[src/rtl/useq_pkg.sv]
package useq_pkg;

  localparam int SEQ_CODE_W = 4;

  typedef enum logic [1:0] {
    CAT_JUMP    = 2'd0,
    CAT_CALL    = 2'd1,
    CAT_RSUB    = 2'd2,
    CAT_RESTART = 2'd3
  } seq_cat_e;

  typedef enum logic [1:0] {
    CND_ALWAYS = 2'd0,
    CND_NEVER  = 2'd1,
    CND_SET    = 2'd2,
    CND_CLEAR  = 2'd3
  } seq_cond_e;

  function automatic seq_cat_e cat_of(logic [SEQ_CODE_W-1:0] code);
    return seq_cat_e'(code[3:2]);
  endfunction

  function automatic seq_cond_e cond_of(logic [SEQ_CODE_W-1:0] code);
    return seq_cond_e'(code[1:0]);
  endfunction

endpackage

[src/rtl/useq_pipe_stage.sv]
module useq_pipe_stage #(
  parameter int W = 8
) (
  input  logic         clk,
  input  logic         rst,
  input  logic         kill,
  input  logic         in_v,
  input  logic [W-1:0] in_d,
  output logic         out_v,
  output logic [W-1:0] out_d
);

  always_ff @(posedge clk) begin
    if (rst) begin
      out_v <= 1'b0;
      out_d <= '0;
    end else begin
      out_v <= in_v & ~kill;
      out_d <= in_d;
    end
  end

endmodule

[src/rtl/useq_cond_eval.sv]
module useq_cond_eval
  import useq_pkg::*;
(
  input  logic [SEQ_CODE_W-1:0] code,
  input  logic                  flag,
  output logic                  ok
);

  always_comb begin
    unique case (cond_of(code))
      CND_ALWAYS: ok = 1'b1;
      CND_NEVER:  ok = 1'b0;
      CND_SET:    ok = flag;
      CND_CLEAR:  ok = ~flag;
      default:    ok = 1'b0;
    endcase
  end

endmodule

[src/rtl/useq_ret_stack.sv]
module useq_ret_stack #(
  parameter int AW    = 8,
  parameter int DEPTH = 8,
  localparam int SPW  = $clog2(DEPTH + 1)
) (
  input  logic           clk,
  input  logic           rst,
  input  logic           push,
  input  logic           pop,
  input  logic           clear,
  input  logic [AW-1:0]  push_addr,
  output logic [AW-1:0]  top_addr,
  output logic           empty,
  output logic           ovf,
  output logic           unf,
  output logic [SPW-1:0] sp
);

  logic [DEPTH-1:0][AW-1:0] ent;
  logic                     full;

  assign empty = (sp == '0);
  assign full  = (sp == SPW'(DEPTH));

  always_comb begin
    top_addr = '0;
    for (int i = 0; i < DEPTH; i++) begin
      if (sp == SPW'(i + 1)) top_addr = ent[i];
    end
  end

  always_ff @(posedge clk) begin
    if (rst) begin
      sp  <= '0;
      ovf <= 1'b0;
      unf <= 1'b0;
      ent <= '0;
    end else if (clear) begin
      sp <= '0;
    end else if (push) begin
      if (full) begin
        ovf <= 1'b1;
      end else begin
        for (int i = 0; i < DEPTH; i++) begin
          if (sp == SPW'(i)) ent[i] <= push_addr;
        end
        sp <= sp + 1'b1;
      end
    end else if (pop) begin
      if (empty) unf <= 1'b1;
      else       sp  <= sp - 1'b1;
    end
  end

endmodule

[src/rtl/useq_next_addr.sv]
module useq_next_addr
  import useq_pkg::*;
#(
  parameter int AW = 8
) (
  input  logic                  v,
  input  logic [AW-1:0]         addr,
  input  logic [SEQ_CODE_W-1:0] code,
  input  logic [AW-1:0]         target,
  input  logic                  ok,
  input  logic [AW-1:0]         stk_top,
  input  logic                  stk_empty,
  output logic                  redirect,
  output logic [AW-1:0]         redir_addr,
  output logic                  push,
  output logic                  pop,
  output logic                  clear,
  output logic [AW-1:0]         push_addr
);

  logic act;
  assign act       = v & ok;
  assign push_addr = addr + 1'b1;

  always_comb begin
    redirect   = 1'b0;
    redir_addr = target;
    push       = 1'b0;
    pop        = 1'b0;
    clear      = 1'b0;
    unique case (cat_of(code))
      CAT_JUMP: begin
        redirect = act;
      end
      CAT_CALL: begin
        push     = act;
        redirect = act;
      end
      CAT_RSUB: begin
        pop        = act;
        redirect   = act & ~stk_empty;
        redir_addr = stk_top;
      end
      CAT_RESTART: begin
        clear      = act;
        redirect   = act;
        redir_addr = '0;
      end
      default: redirect = 1'b0;
    endcase
  end

endmodule

[src/rtl/useq_sequencer.sv]
module useq_sequencer
  import useq_pkg::*;
#(
  parameter int AW    = 8,
  parameter int DEPTH = 8
) (
  input  logic                  clk,
  input  logic                  rst,
  input  logic [SEQ_CODE_W-1:0] ucode_seq,
  input  logic [AW-1:0]         ucode_target,
  input  logic                  dp_flag,
  output logic [AW-1:0]         fetch_addr,
  output logic [AW-1:0]         commit_addr,
  output logic                  commit_valid,
  output logic                  stack_ovf,
  output logic                  stack_unf
);

  localparam int SPW = $clog2(DEPTH + 1);
  localparam int W1  = AW;
  localparam int W2  = AW + SEQ_CODE_W + AW;
  localparam int W3  = W2 + 1;

  logic [AW-1:0]         pc;
  logic                  redirect;
  logic [AW-1:0]         redir_addr;

  logic                  p1_v, p2_v, p3_v;
  logic [W1-1:0]         p1_d;
  logic [W2-1:0]         p2_d;
  logic [W3-1:0]         p3_d;

  logic [AW-1:0]         p2_addr, p3_addr, p2_tgt, p3_tgt;
  logic [SEQ_CODE_W-1:0] p2_code, p3_code;
  logic                  p2_ok, p3_ok;

  logic                  stk_push, stk_pop, stk_clear, stk_empty;
  logic [AW-1:0]         stk_push_addr, stk_top;
  logic [SPW-1:0]        stk_sp;

  // phase 1: issue
  always_ff @(posedge clk) begin
    if (rst) pc <= '0;
    else     pc <= redirect ? redir_addr : pc + 1'b1;
  end
  assign fetch_addr = pc;

  // phase 2: word returns from the store
  useq_pipe_stage #(.W(W1)) u_p1 (
    .clk(clk), .rst(rst), .kill(redirect),
    .in_v(1'b1), .in_d(pc),
    .out_v(p1_v), .out_d(p1_d)
  );

  // phase 3: condition bit arrives
  useq_pipe_stage #(.W(W2)) u_p2 (
    .clk(clk), .rst(rst), .kill(redirect),
    .in_v(p1_v), .in_d({p1_d, ucode_seq, ucode_target}),
    .out_v(p2_v), .out_d(p2_d)
  );
  assign {p2_addr, p2_code, p2_tgt} = p2_d;

  useq_cond_eval u_cond (
    .code(p2_code), .flag(dp_flag), .ok(p2_ok)
  );

  // phase 4: commit
  useq_pipe_stage #(.W(W3)) u_p3 (
    .clk(clk), .rst(rst), .kill(redirect),
    .in_v(p2_v), .in_d({p2_addr, p2_code, p2_tgt, p2_ok}),
    .out_v(p3_v), .out_d(p3_d)
  );
  assign {p3_addr, p3_code, p3_tgt, p3_ok} = p3_d;

  useq_next_addr #(.AW(AW)) u_next (
    .v(p3_v), .addr(p3_addr), .code(p3_code), .target(p3_tgt),
    .ok(p3_ok), .stk_top(stk_top), .stk_empty(stk_empty),
    .redirect(redirect), .redir_addr(redir_addr),
    .push(stk_push), .pop(stk_pop), .clear(stk_clear),
    .push_addr(stk_push_addr)
  );

  useq_ret_stack #(.AW(AW), .DEPTH(DEPTH)) u_stack (
    .clk(clk), .rst(rst),
    .push(stk_push), .pop(stk_pop), .clear(stk_clear),
    .push_addr(stk_push_addr), .top_addr(stk_top),
    .empty(stk_empty), .ovf(stack_ovf), .unf(stack_unf), .sp(stk_sp)
  );

  assign commit_addr  = p3_addr;
  assign commit_valid = p3_v;

endmodule

[config.mk]
export PLATFORM = sky130hd
export DESIGN_NAME = useq_sequencer
export DESIGN_NICKNAME = d
export VERILOG_FILES = /design/src/rtl/useq_pkg.sv /design/src/rtl/useq_pipe_stage.sv /design/src/rtl/useq_cond_eval.sv /design/src/rtl/useq_ret_stack.sv /design/src/rtl/useq_next_addr.sv /design/src/rtl/useq_sequencer.sv
export SDC_FILE = /design/constraint.sdc
export NUM_CORES = 1
export LEC_CHECK = 0
export BUFFER_PORTS_ARGS = -buffer_cell sky130_fd_sc_hd__buf_2
export CAP_MARGIN = 20
export CORE_MARGIN = 3
export CORE_UTILIZATION = 50
export DETAILED_ROUTE_END_ITERATION = 8
export PLACE_DENSITY = 0.69
export SYNTH_ARGS = -nofsm -noshare
export SYNTH_HDL_FRONTEND = slang
export SYNTH_SLANG_ARGS = --single-unit
[constraint.sdc]
create_clock -name clk -period 1.7 [get_ports clk]
set_input_delay 0 -clock clk [delete_from_list [all_inputs] [get_ports clk]]
set_output_delay 0 -clock clk [all_outputs]
set_load 0.005 [all_outputs]
; After elaboration in Yosys (flattened, before gate mapping)
; Index checks and enable logic that the tools add are counted.
[word_totals]
ff_bits = 130
output_inout_bits = 19
elab_cells = 84
[classes]
n_addsub = 4
eq_ne = 16
muxes = 19
bitwise = 10
reduce_logical = 17
[op_table]
columns = cell, count
row1 = $mux W8, 9
row2 = $reduce_and A4 Y1, 9
row3 = $add A8 B1 Y8 const B, 2
row4 = $eq A4 B3 Y1 const B, 4
row5 = $mux W4, 4
row6 = $pmux W8 S2, 1
row7 = $eq A2 B2 Y1 const B, 4
row8 = $eq A4 B2 Y1 const B, 2
row9 = $not A1 Y1, 6
row10 = $reduce_and A3 Y1, 2
row11 = $add A4 B1 Y4 const B, 1
row12 = $and A1 B1 Y1, 4
row13 = $eq A2 B1 Y1 const B, 2
row14 = $eq A4 B1 Y1 const B, 1
row15 = $eq A4 B4 Y1 const B, 1
row16 = $logic_not A2 Y1, 2
row17 = $logic_not A4 Y1, 1
row18 = $ne A2 B2 Y1 const B, 2
row19 = $pmux W1 S4, 1
row20 = $sub A4 B1 Y4 const B, 1
row21 = $mux W1, 3
row22 = $reduce_or A3 Y1, 1
row23 = $pmux W1 S2, 1
row24 = $reduce_bool A2 Y1, 1
row25 = $reduce_or A2 Y1, 1

; Logic depth before layout (Yosys ltp)
; Gate-level depths: netlist of run 1.
[depth]
ltp_word = 11
depth_mapped = 9

; Cells and area by module
; Synthesis of run 1 repeated with hierarchy kept, for this count alone.
[unflattened]
hier_cells = 652
area_unflattened_um2 = 5398.9
[by_module_without_submodules]
columns = module, n_inst, cells_per_inst, area_each_um2, seq_area_each_um2
row1 = useq_ret_stack, 1, 450, 3319.4, 1401.3
row2 = useq_pipe_stage at u_p3, 1, 46, 603.1, 440.4
row3 = useq_pipe_stage at u_p2, 1, 44, 576.8, 420.4
row4 = useq_sequencer, 1, 45, 375.4, 160.2
row5 = useq_next_addr, 1, 47, 259.0, 0.0
row6 = useq_pipe_stage at u_p1, 1, 18, 242.7, 180.2
row7 = useq_cond_eval, 1, 2, 22.5, 0.0

; Worst setup path after synthesis of run 1
; No wires, ideal clock.
[synth_timing]
path_type = register to register
start = reg u_stack.sp[0]
end = reg pc[2], in the netlist fetch_addr[2]
setup_time_ns = 0.112
arrival_time_ns = 1.781
t_required_ns = 1.588
slack_ns = -0.193
path_stages_with_launch = 9
path_buffers = 2
synth_period_minus_slack_ns = 1.893
path_cell_list = dfxtp_1 -> inv_1 -> ha_1 -> clkbuf_2 -> buf_4 -> nand3b_1 -> a221oi_1 -> nor4_1 -> a2111oi_1
[synth_via]
elab_chain_cells = 11
word_cells_on_any_way = 22
classes_between = eq/ne: 8 / mux: 11 / bitwise: 2 / reduce/logical: 1
[synth_rtl]
columns = element, line_no
row1 = "start, declared", useq_ret_stack.sv:16  ; output logic [SPW-1:0] sp
row2 = "start signal, assigned", useq_ret_stack.sv:47  ; sp <= sp + 1'b1;
row3 = "start signal, assigned", useq_ret_stack.sv:51  ; else sp <= sp - 1'b1;
row4 = $eq A4 B1 Y1, useq_ret_stack.sv:28  ; if (sp == SPW'(i + 1)) top_addr = ent[i];
row5 = $mux W8 (8 in series), useq_ret_stack.sv:28
row6 = $pmux W8 S2, useq_next_addr.sv:31  ; unique case (cat_of(code))
row7 = $mux W8 *, useq_sequencer.sv:44  ; else pc <= redirect ? redir_addr : pc + 1'b1;
row8 = "end signal, assigned", useq_sequencer.sv:44
row9 = "end, declared", useq_sequencer.sv:24  ; logic [AW-1:0] pc;
; Every way passes the cells marked *; elsewhere a longest branch is shown, timed or not.
; A chain may end at the register's enable or synchronous reset.

; Worst setup path in the final report of run 1
[layout_timing]
start = reg u_stack.sp[0]
end = reg pc[0], in the netlist fetch_addr[0]
; The elaborated chain is that of the path after synthesis.

==> results.cfg, run 1 <==
[status]
status = finished with violations
violations = negative setup slack

[placement]
gp_congestion = 0.8862
place_ws_ps = -240.6
portBuffers = 33
hpwl_um = 8672

[sta]
fin_crit_ps = 1839
hold_viol = 0
clock.fmax_ghz = 0.5439
worst_pin_slew_ps = 761.2
rsz0062_at_grt = yes
setup_viol = 9
skew_ps = 9.207
relSlewSlack = 0.4908
fin_crit_sh = 1.082
drv_slew = 0
fin_ws_ps = -138.6

[global_routing]
first_global_vias = 4432
grt_max_degree = 56
grtUsageTotal = 0.2451
antenna_found_initial = 0
grt_pass1_wl_um = 22450
grt_overflow = 0

[setup_path]
setup.worst_path.class = flip-flop to flip-flop
crit_required_ps = 2090
max_stage_delay_ps = 390
path_cells = inv_4, ha_4, buf_6, nand3b_1, a221oi_2, nor4_2, a2111oi_1
critPathSlowestCell = a221oi_2
cp-end-kind = flip-flop
r2r_cells = 7
path_max_fanout = 15
crit_arrival_ps = 2230
worst_setup_path_start_kind = flip-flop

[synthesis]
synth_edf_count = 0
ys_async_sr_fraction = 0
syn-cell-area_um2 = 5360
yosysSeqAreaShare = 0.4781
syn_nets = 602
ys_warn_count = 0
synth_flop_cell = dfxtp_1
avgSynthCellArea_um2 = 9.226
syn_inst = 581
ys_types = 48
synth-seq-cells = 128

[pwr]
powerDensity_nw_per_um2 = 1027
peakVddDrop_uv = 803.6
p_leak_nw = 2.575

[route]
via_per_inst = 5.691
drc = 0
drt_iter0_drc = 348
firstDrtPassIters = 5
wire_per_inst_um = 18.05
wirelength_um = 14580
ant_nets = 0
vias = 4598

[die]
rows = 37
die_h_um = 109.5
die_w_um = 109.5
fp.dieArea_um2 = 12000
start_util = 0.5169
design.portCount = 34
fp.coreArea_um2 = 10370

[clocking]
cts_htree_levels = 4
clock_latency_ps = 510
clockBufferDepth = 2
tritoncts = yes
clock-root-buffer = clkbuf_8
cts_buffers = 17
cts.reportedPaths.clkPinSlew_ps = 60
clkSinkCount = 128

[cells_and_area]
area.growth.synth_to_final_pct = 33.31
drive_gt1_frac = 0.2664
n_antenna_cell = 0
fin_nets = 680
final_core_util = 0.6891

[job]
max_cap_viol_count = 0

[worst_hold_path]
hold_depth = 3
min_path_type = input pin to flip-flop
[cell type report]
type                    instances  area [um2]
fillers                       760        3224
multi-input cells             382        2669
flip-flops and latches        128        2574
repair buffers                116        1031
clock buffers                  17       414.1
clock inverters                15       232.7
well taps                     136       170.2
inverters                      14       55.05
[worst paths after layout]
kind | start | slack [ps] | endpoint
max | u_stack.sp[0] | -140 | fetch_addr[0]
max reg2reg | u_stack.sp[0] | -140 | fetch_addr[0]
min reg2reg | u_p2.out_v | 420 | u_p3.out_v
min | ucode_target[3] | 250 | u_p2.out_d[3]
[state kept, by name, indices dropped and copies added (netlist names)]
signal	flops
fetch_addr	8
u_p1.out_d	8
u_p1.out_v	1
u_p2.out_d	20
u_p2.out_v	1
u_p3.out_d	19
u_p3.out_v	1
u_stack.ent	64
u_stack.ovf	1
u_stack.sp	4
u_stack.unf	1
[worst max-delay path: cells and delay by family, from the launching register on]
family / cells / cell delay (ps)
flip-flops: 1 / 370
AND/OR/NAND/NOR: 2 / 300
adder cells (fa/ha/maj): 1 / 180
buffers and inverters: 2 / 200
AO/OA/AOI/OAI: 2 / 660
[through the flow]
stage | total power [mW] | area, um2 | TNS [ps] | std cells | hold WS [ps]
6_report | 7.335 | 7146 | -288.6 | 808 | 251.0
5_1_grt | 7.555 | 7146 | -1114 | 808 | 285.7
4_1_cts | 7.352 | 6927 | -142.3 | 798 | 250.1
3_5_place_dp | 3.405 | 5856 | -3228 | 738 | 213.4
3_3_place_gp | 3.399 | 5856 | -2221 | 738 | 206.9
2_1_floorplan | 3.304 | 5430 | -0.1465 | 581 | 128.2
[cells in the mapped netlist (8+ instances only)]
master	instances	area, um2
nor4_1	8	50.05
and3_1	8	50.05
nand2_1	13	48.80
nor2b_1	53	331.6
nand3b_1	15	112.6
nor2_1	80	300.3
dfxtp_1	128	2562
a21oi_1	25	125.1
clkbuf_1	14	52.55
mux2i_1	8	80.08
xnor2_1	8	70.07
xor2_1	10	87.58
nand2b_1	9	56.30
buf_2	18	90.09
o21ai_0	8	40.04
buf_4	18	135.1
inv_1	14	52.55
nand3_1	11	55.05
a211oi_1	58	435.4
[cells in the final DEF, fill, tap and decap left out, types with 15 or more instances in the layout]
cell / count
dfxtp_1: 123
a21oi_1: 17
nor2_1: 77
a211oi_1: 55
nand3b_1: 15
buf_2: 32
clkbuf_16: 17
nor2b_1: 53
dlygate4sd3_1: 26
buf_4: 36
[cells by family (layout without fill, tap and decap cells)]
family                     Yosys count  in the layout  synth area share
and+or+nand+nor                    220            221            0.2180
AOI/OAI and AO/OA                  129            129            0.1734
DFF                                128            128            0.4781
buffers and inverters               72            162           0.07213
xor gates and xnor gates            18             18           0.02941
muxes                                8              8           0.01494
adders and majority gates            6              6           0.01401
[timing repair]
action	4_1_cts	5_1_grt
hold buffers	26	0
endpoints found under the setup margin	33	62
gates cloned	0	4
resized for setup	31	37
endpoints found under the hold margin	30	0
setup buffers	2	6
pin swaps	13	13
[routing by layer]
| layer | vias up | track usage | wire (um) |
|---|---|---|---|
| met3 | 32 | 0.05461 | 848 |
| li1 | 2175 | - | - |
| met1 | 2196 | 0.3168 | 6111 |
| met4 | 0 | 0.1042 | 283 |
| met5 | - | 0 | 0 |
| met2 | 195 | 0.3949 | 7340 |
[report_power, final]
part	switching [mW]	internal [mW]	total (mW)	leakage [nW]
Combinational	0.170	0.164	0.334	1.22
Clock	1.37	2.55	3.92	0.313
Sequential	0.0294	3.05	3.08	1.04
Note: power is estimated with default switching activity, not from simulation.
==> inputs of run 2 (changes only) <==
--- a/config.mk
+++ b/config.mk
@@ -7,10 +7,12 @@
 export LEC_CHECK = 0
 export BUFFER_PORTS_ARGS = -buffer_cell sky130_fd_sc_hd__buf_2
 export CAP_MARGIN = 20
+export CELL_PAD_IN_SITES_DETAIL_PLACEMENT = 0
+export CELL_PAD_IN_SITES_GLOBAL_PLACEMENT = 2
 export CORE_MARGIN = 3
-export CORE_UTILIZATION = 50
+export CORE_UTILIZATION = 34
 export DETAILED_ROUTE_END_ITERATION = 8
-export PLACE_DENSITY = 0.69
+export PLACE_DENSITY = 0.73
 export SYNTH_ARGS = -nofsm -noshare
 export SYNTH_HDL_FRONTEND = slang
 export SYNTH_SLANG_ARGS = --single-unit
==> results.cfg, run 2 (same netlist as run 1, synthesis figures left out) <==
[clocking]
cts_buffers = 17
cts.reportedPaths.clkPinSlew_ps = 60
cts_htree_levels = 4
clock_latency_ps = 410
clkSinkCount = 128
clockBufferDepth = 2
clock-root-buffer = clkbuf_16
tritoncts = yes

[pwr]
swShare = 0.2353
total_power_mw = 6.999
comb_power_share = 0.044
p_seq_frac = 0.440
power_frac_clock = 0.516
p_leak_nw = 2.575
p_int_mw = 5.352
peakVddDrop_uv = 690.6
powerDensity_nw_per_um2 = 968.2
p_sw_mw = 1.647

[cells_and_area]
final_common_cell = dfxtp_1
top_register = u_stack.ent
area.growth.synth_to_final_pct = 34.85
fin_cells = 890
largest_reg_flops = 64
final_cell_area_um2 = 7228
mostFrequentLayoutCells = 126 x dfxtp_1, 77 x nor2_1, 60 x buf_4
drive_gt1_frac = 0.2916
n_antenna_cell = 0
biggestRegsByFlops = u_stack.ent: 64 flops, u_p2.out_d: 20 flops, u_p3.out_d: 19 flops
fin_nets = 687
final_core_util = 0.4720

[setup_path]
critPathCapture = fetch_addr[6]
setup.worst_path.class = flip-flop to flip-flop
crit_path_start = u_stack.sp[0]
cp-end-kind = flip-flop
r2r_start = u_stack.sp[0]
path_max_fanout = 8
r2r_setup_slack_ps = -150
reg2reg_to = fetch_addr[6]
crit_required_ps = 2000
worst_setup_path_start_kind = flip-flop
r2r_cells = 8
crit_arrival_ps = 2150

[sta]
hold_viol = 0
clock.fmax_ghz = 0.5409
setup_viol = 8
skew_ps = 7.218
fin_ws_ps = -148.9
fin_crit_sh = 1.088
holdWs_ps = 54.67
worst_pin_slew_ps = 554.3
relSlewSlack = 0.6305
setup_tns_ps = -707.1
fin_crit_ps = 1849
rsz0062_at_grt = yes
drv_slew = 0

[status]
violations = negative setup slack
status = finished with violations

[die]
fp.dieArea_um2 = 17310
start_util = 0.3500
die_h_um = 131.6
design.portCount = 34
die_w_um = 131.6
rows = 45
fp.coreArea_um2 = 15310

[route]
drc = 0
firstDrtPassIters = 5
vias = 4330
drt_iter0_drc = 270
ant_nets = 0
wirelength_um = 14490
via_per_inst = 4.865
wire_per_inst_um = 16.28

[global_routing]
first_global_vias = 4248
grtUsageTotal = 0.1693
antenna_found_initial = 0
grt_max_degree = 48
grt_overflow = 0
grt_pass1_wl_um = 23290

[placement]
dpl-instance-area_um2 = 6127
placedCellCount = 835
portBuffers = 33
place_ws_ps = -348.8
gp_congestion = 0.8197
hpwl_um = 9770

[job]
max_cap_viol_count = 0

[worst_hold_path]
min_path_type = input pin to flip-flop
[run 2: cell types whose count changed in the layout (fill, tap and decap cells not counted), moves of 3 or more]
cell / delta
xor2_1: -4
inv_6: +4
buf_6: -3
dfxtp_1: +3
dlygate4sd3_1: -13
dfxtp_2: -3
buf_4: +24
bufinv_16: -4
[run 2: timing repair]
action / in CTS / in global routing
hold buffers: 13 / 0
resized for setup: 41 / 23
endpoints found under the hold margin: 13 / 0
gates cloned: 1 / 0
setup buffers: 6 / 4
pin swaps: 12 / 14
endpoints found under the setup margin: 45 / 44
[run 2: worst min path at each step]
stage	slack (ps)	depth (start not counted)	startpoint	endpoint
final	50	2	rst	u_p1.out_d[6]
after global routing	60	2	rst	u_stack.ovf
after global placement	210	2	ucode_target[6]	u_p2.out_d[6]
after CTS	40	2	rst	u_stack.ovf
after detailed placement	210	2	ucode_target[4]	u_p2.out_d[4]
after floorplan	130	1	ucode_target[0]	u_p2.out_d[0]
[run 2: power groups by stage]
stage	clock (mW)	sequential (mW)	combinational, mW
after floorplan	0	3.14	0.159
after global placement	0	3.15	0.268
after detailed placement	0	3.15	0.269
after CTS	3.71	3.08	0.301
after global routing	3.87	3.08	0.333
final	3.61	3.08	0.305
[run 2: cell type report]
cell class / instances / area [um2]
Multi-Input combinational cell: 381 / 2716
Sequential cell: 128 / 2570
Clock buffer: 19 / 452.9
Fill cell: 1507 / 8087
Clock inverter: 13 / 140.1
Tap cell: 211 / 264.0
Timing Repair Buffer: 124 / 1027
Inverter: 14 / 57.56
[run 2: layer usage]
layer	vias up	routed length (um)	GRT usage
met4	0	82	0.04434
met5	-	0	0
met3	4	612	0.05054
met1	2071	6978	0.2233
met2	70	6815	0.2713
li1	2185	-	-
[run 2: worst max-delay path, stage by stage, from the launching register on]
cell	delay [ps]
dfxtp_4	390
inv_4	60
ha_4	210
buf_6	150
nand3b_1	150
a21o_1	200
a21oi_2	180
nor4_2	80
a2111oi_1	330
==> inputs of run 3 (changes only) <==
==> constraint.sdc (replaced) <==
create_clock -name clk -period 1.7 [get_ports clk]
set_input_delay 0.51 -clock clk [delete_from_list [all_inputs] [get_ports clk]]
set_output_delay 0.51 -clock clk [all_outputs]
set_load 0.005 [all_outputs]
==> results.cfg, run 3 (same netlist as run 1, synthesis figures left out) <==
[clocking]
clockBufferDepth = 2
cts_htree_levels = 4
cts.reportedPaths.clkPinSlew_ps = 60
cts_buffers = 17
clock-root-buffer = clkbuf_16
ctsHoldBuffers = 0
tritoncts = yes
clock_latency_ps = 420
clkSinkCount = 128

[route]
vias = 4391
ant_nets = 0
wirelength_um = 14910
drt_iter0_drc = 287
drc = 0
wire_per_inst_um = 16.77
firstDrtPassIters = 4
via_per_inst = 4.939

[sta]
setup_viol = 12
worst_pin_slew_ps = 598.9
relSlewSlack = 0.6004
fin_ws_ps = -239.8
drv_slew = 0
fin_crit_sh = 1.141
setup_tns_ps = -1132
hold_viol = 0
skew_ps = 12.13
clock.fmax_ghz = 0.5155
rsz0062_at_grt = yes
fin_crit_ps = 1940

[die]
fp.dieArea_um2 = 17310
die_w_um = 131.6
rows = 45
die_h_um = 131.6
design.portCount = 34
fp.coreArea_um2 = 15310
start_util = 0.3500

[cells_and_area]
biggestRegsByFlops = u_stack.ent: 64 flops, u_p2.out_d: 20 flops, u_p3.out_d: 19 flops
area.growth.synth_to_final_pct = 36.88
n_fill_cell = 1450
final_common_cell = dfxtp_1
drive_gt1_frac = 0.3289
n_antenna_cell = 0
fin_nets = 686
mostFrequentLayoutCells = 125 x dfxtp_1, 72 x nor2_1, 62 x buf_4
largest_reg_flops = 64
final_cell_area_um2 = 7337
top_register = u_stack.ent

[setup_path]
crit_family = compound AO/OA/AOI/OAI gates
worst_setup_path_start_kind = flip-flop
crit_buf_inv = 3
critPathSlowestCell = dfxtp_4
crit_required_ps = 2000
cp-end-kind = flip-flop
path_max_fanout = 14
max_stage_delay_ps = 370
crit_arrival_ps = 2240
setup.worst_path.class = flip-flop to flip-flop
path_cells = inv_4, ha_4, buf_4, buf_12, nand3b_1, a221oi_2, nor4_1, a2111oi_1

[placement]
gp_congestion = 0.8441
portBuffers = 33
dpl-instance-area_um2 = 6197
hpwl_um = 10170

[pwr]
total_power_mw = 7.100
peakVddDrop_uv = 726.2
p_leak_nw = 2.650
powerDensity_nw_per_um2 = 967.7

[status]
status = finished with violations
violations = negative setup slack

[global_routing]
grtUsageTotal = 0.1730
antenna_found_initial = 0
grt_pass1_wl_um = 23460
grt_overflow = 0
grt_max_degree = 36
first_global_vias = 4209

[job]
max_cap_viol_count = 0

[worst_hold_path]
min_path_type = input pin to flip-flop
-- run 3: changes by cell type in the layout (fill, tap and decap cells not counted), moves of 5 or more --
cell	change
a211oi_1	-12
buf_6	+6
nor2_1	-5
dlygate4sd3_1	-13
a211oi_2	+12
a21oi_2	-5
-- run 3: worst reg2reg max path, stage by stage (launching register included) --
cell and delay, ps:
dfxtp_4 370, inv_4 40, ha_4 190, buf_4 150, buf_12 140, nand3b_1 180, a221oi_2 330, nor4_1 90
a2111oi_1 330
-- run 3: per-layer routing --
layer	part of all wire	wire length, um	track usage
met1	0.47	6933	0.2348
met2	0.47	7070	0.2711
met3	0.052	781	0.04211
met4	0.0083	123	0.05543
met5	0	0	0
-- run 3: path summary, 6_finish.rpt --
check	from	endpoint	slack [ps]	cells past startpoint
min reg2reg	u_p2.out_v	u_p3.out_v	430	1
max reg2reg	u_stack.sp[0]	fetch_addr[6]	-240	8
max	u_stack.sp[0]	fetch_addr[6]	-240	8
min	ucode_target[4]	u_p2.out_d[4]	300	2
-- run 3: repair_timing --
action                                 CTS  global route
pin swaps                               20            28
endpoints found under the hold margin    0             0
gates resized for setup                 32            66
buffers inserted                         6             9
cloned                                   1             0
setup endpoints to repair               43            51
-- run 3: cell type report --
| class | instances | area [um2] | share of cell area |
|---|---|---|---|
| Clock buffer | 18 | 439.2 | 0.05986 |
| Clock inverter | 14 | 166.4 | 0.02268 |
| Inverter | 14 | 57.56 | 0.007844 |
| Multi-Input combinational cell | 381 | 2774 | 0.3781 |
| Sequential cell | 128 | 2571 | 0.3504 |
| Tap cell | 211 | 264.0 | 0.03598 |
| Timing Repair Buffer | 123 | 1065 | 0.1451 |
-- run 3: where the power goes --
part | internal (mW) | switching, mW | total, mW
Clock | 2.25 | 1.48 | 3.73
Combinational | 0.134 | 0.154 | 0.289
Sequential | 3.05 | 0.0248 | 3.08
Total | 5.44 | 1.66 | 7.10
-- run 3: metrics by stage --
stage	hold WS, ps	setup WS, ps	util	std cells
after floorplan	405.7	-0.1465	-	581
after global placement	416.6	-362.8	0.4047	841
after detailed placement	419.6	-385.0	0.4047	841
after CTS	281.6	-221.9	0.4568	880
after global routing	284.8	-300.2	0.4791	889
final	295.4	-239.8	0.4791	889
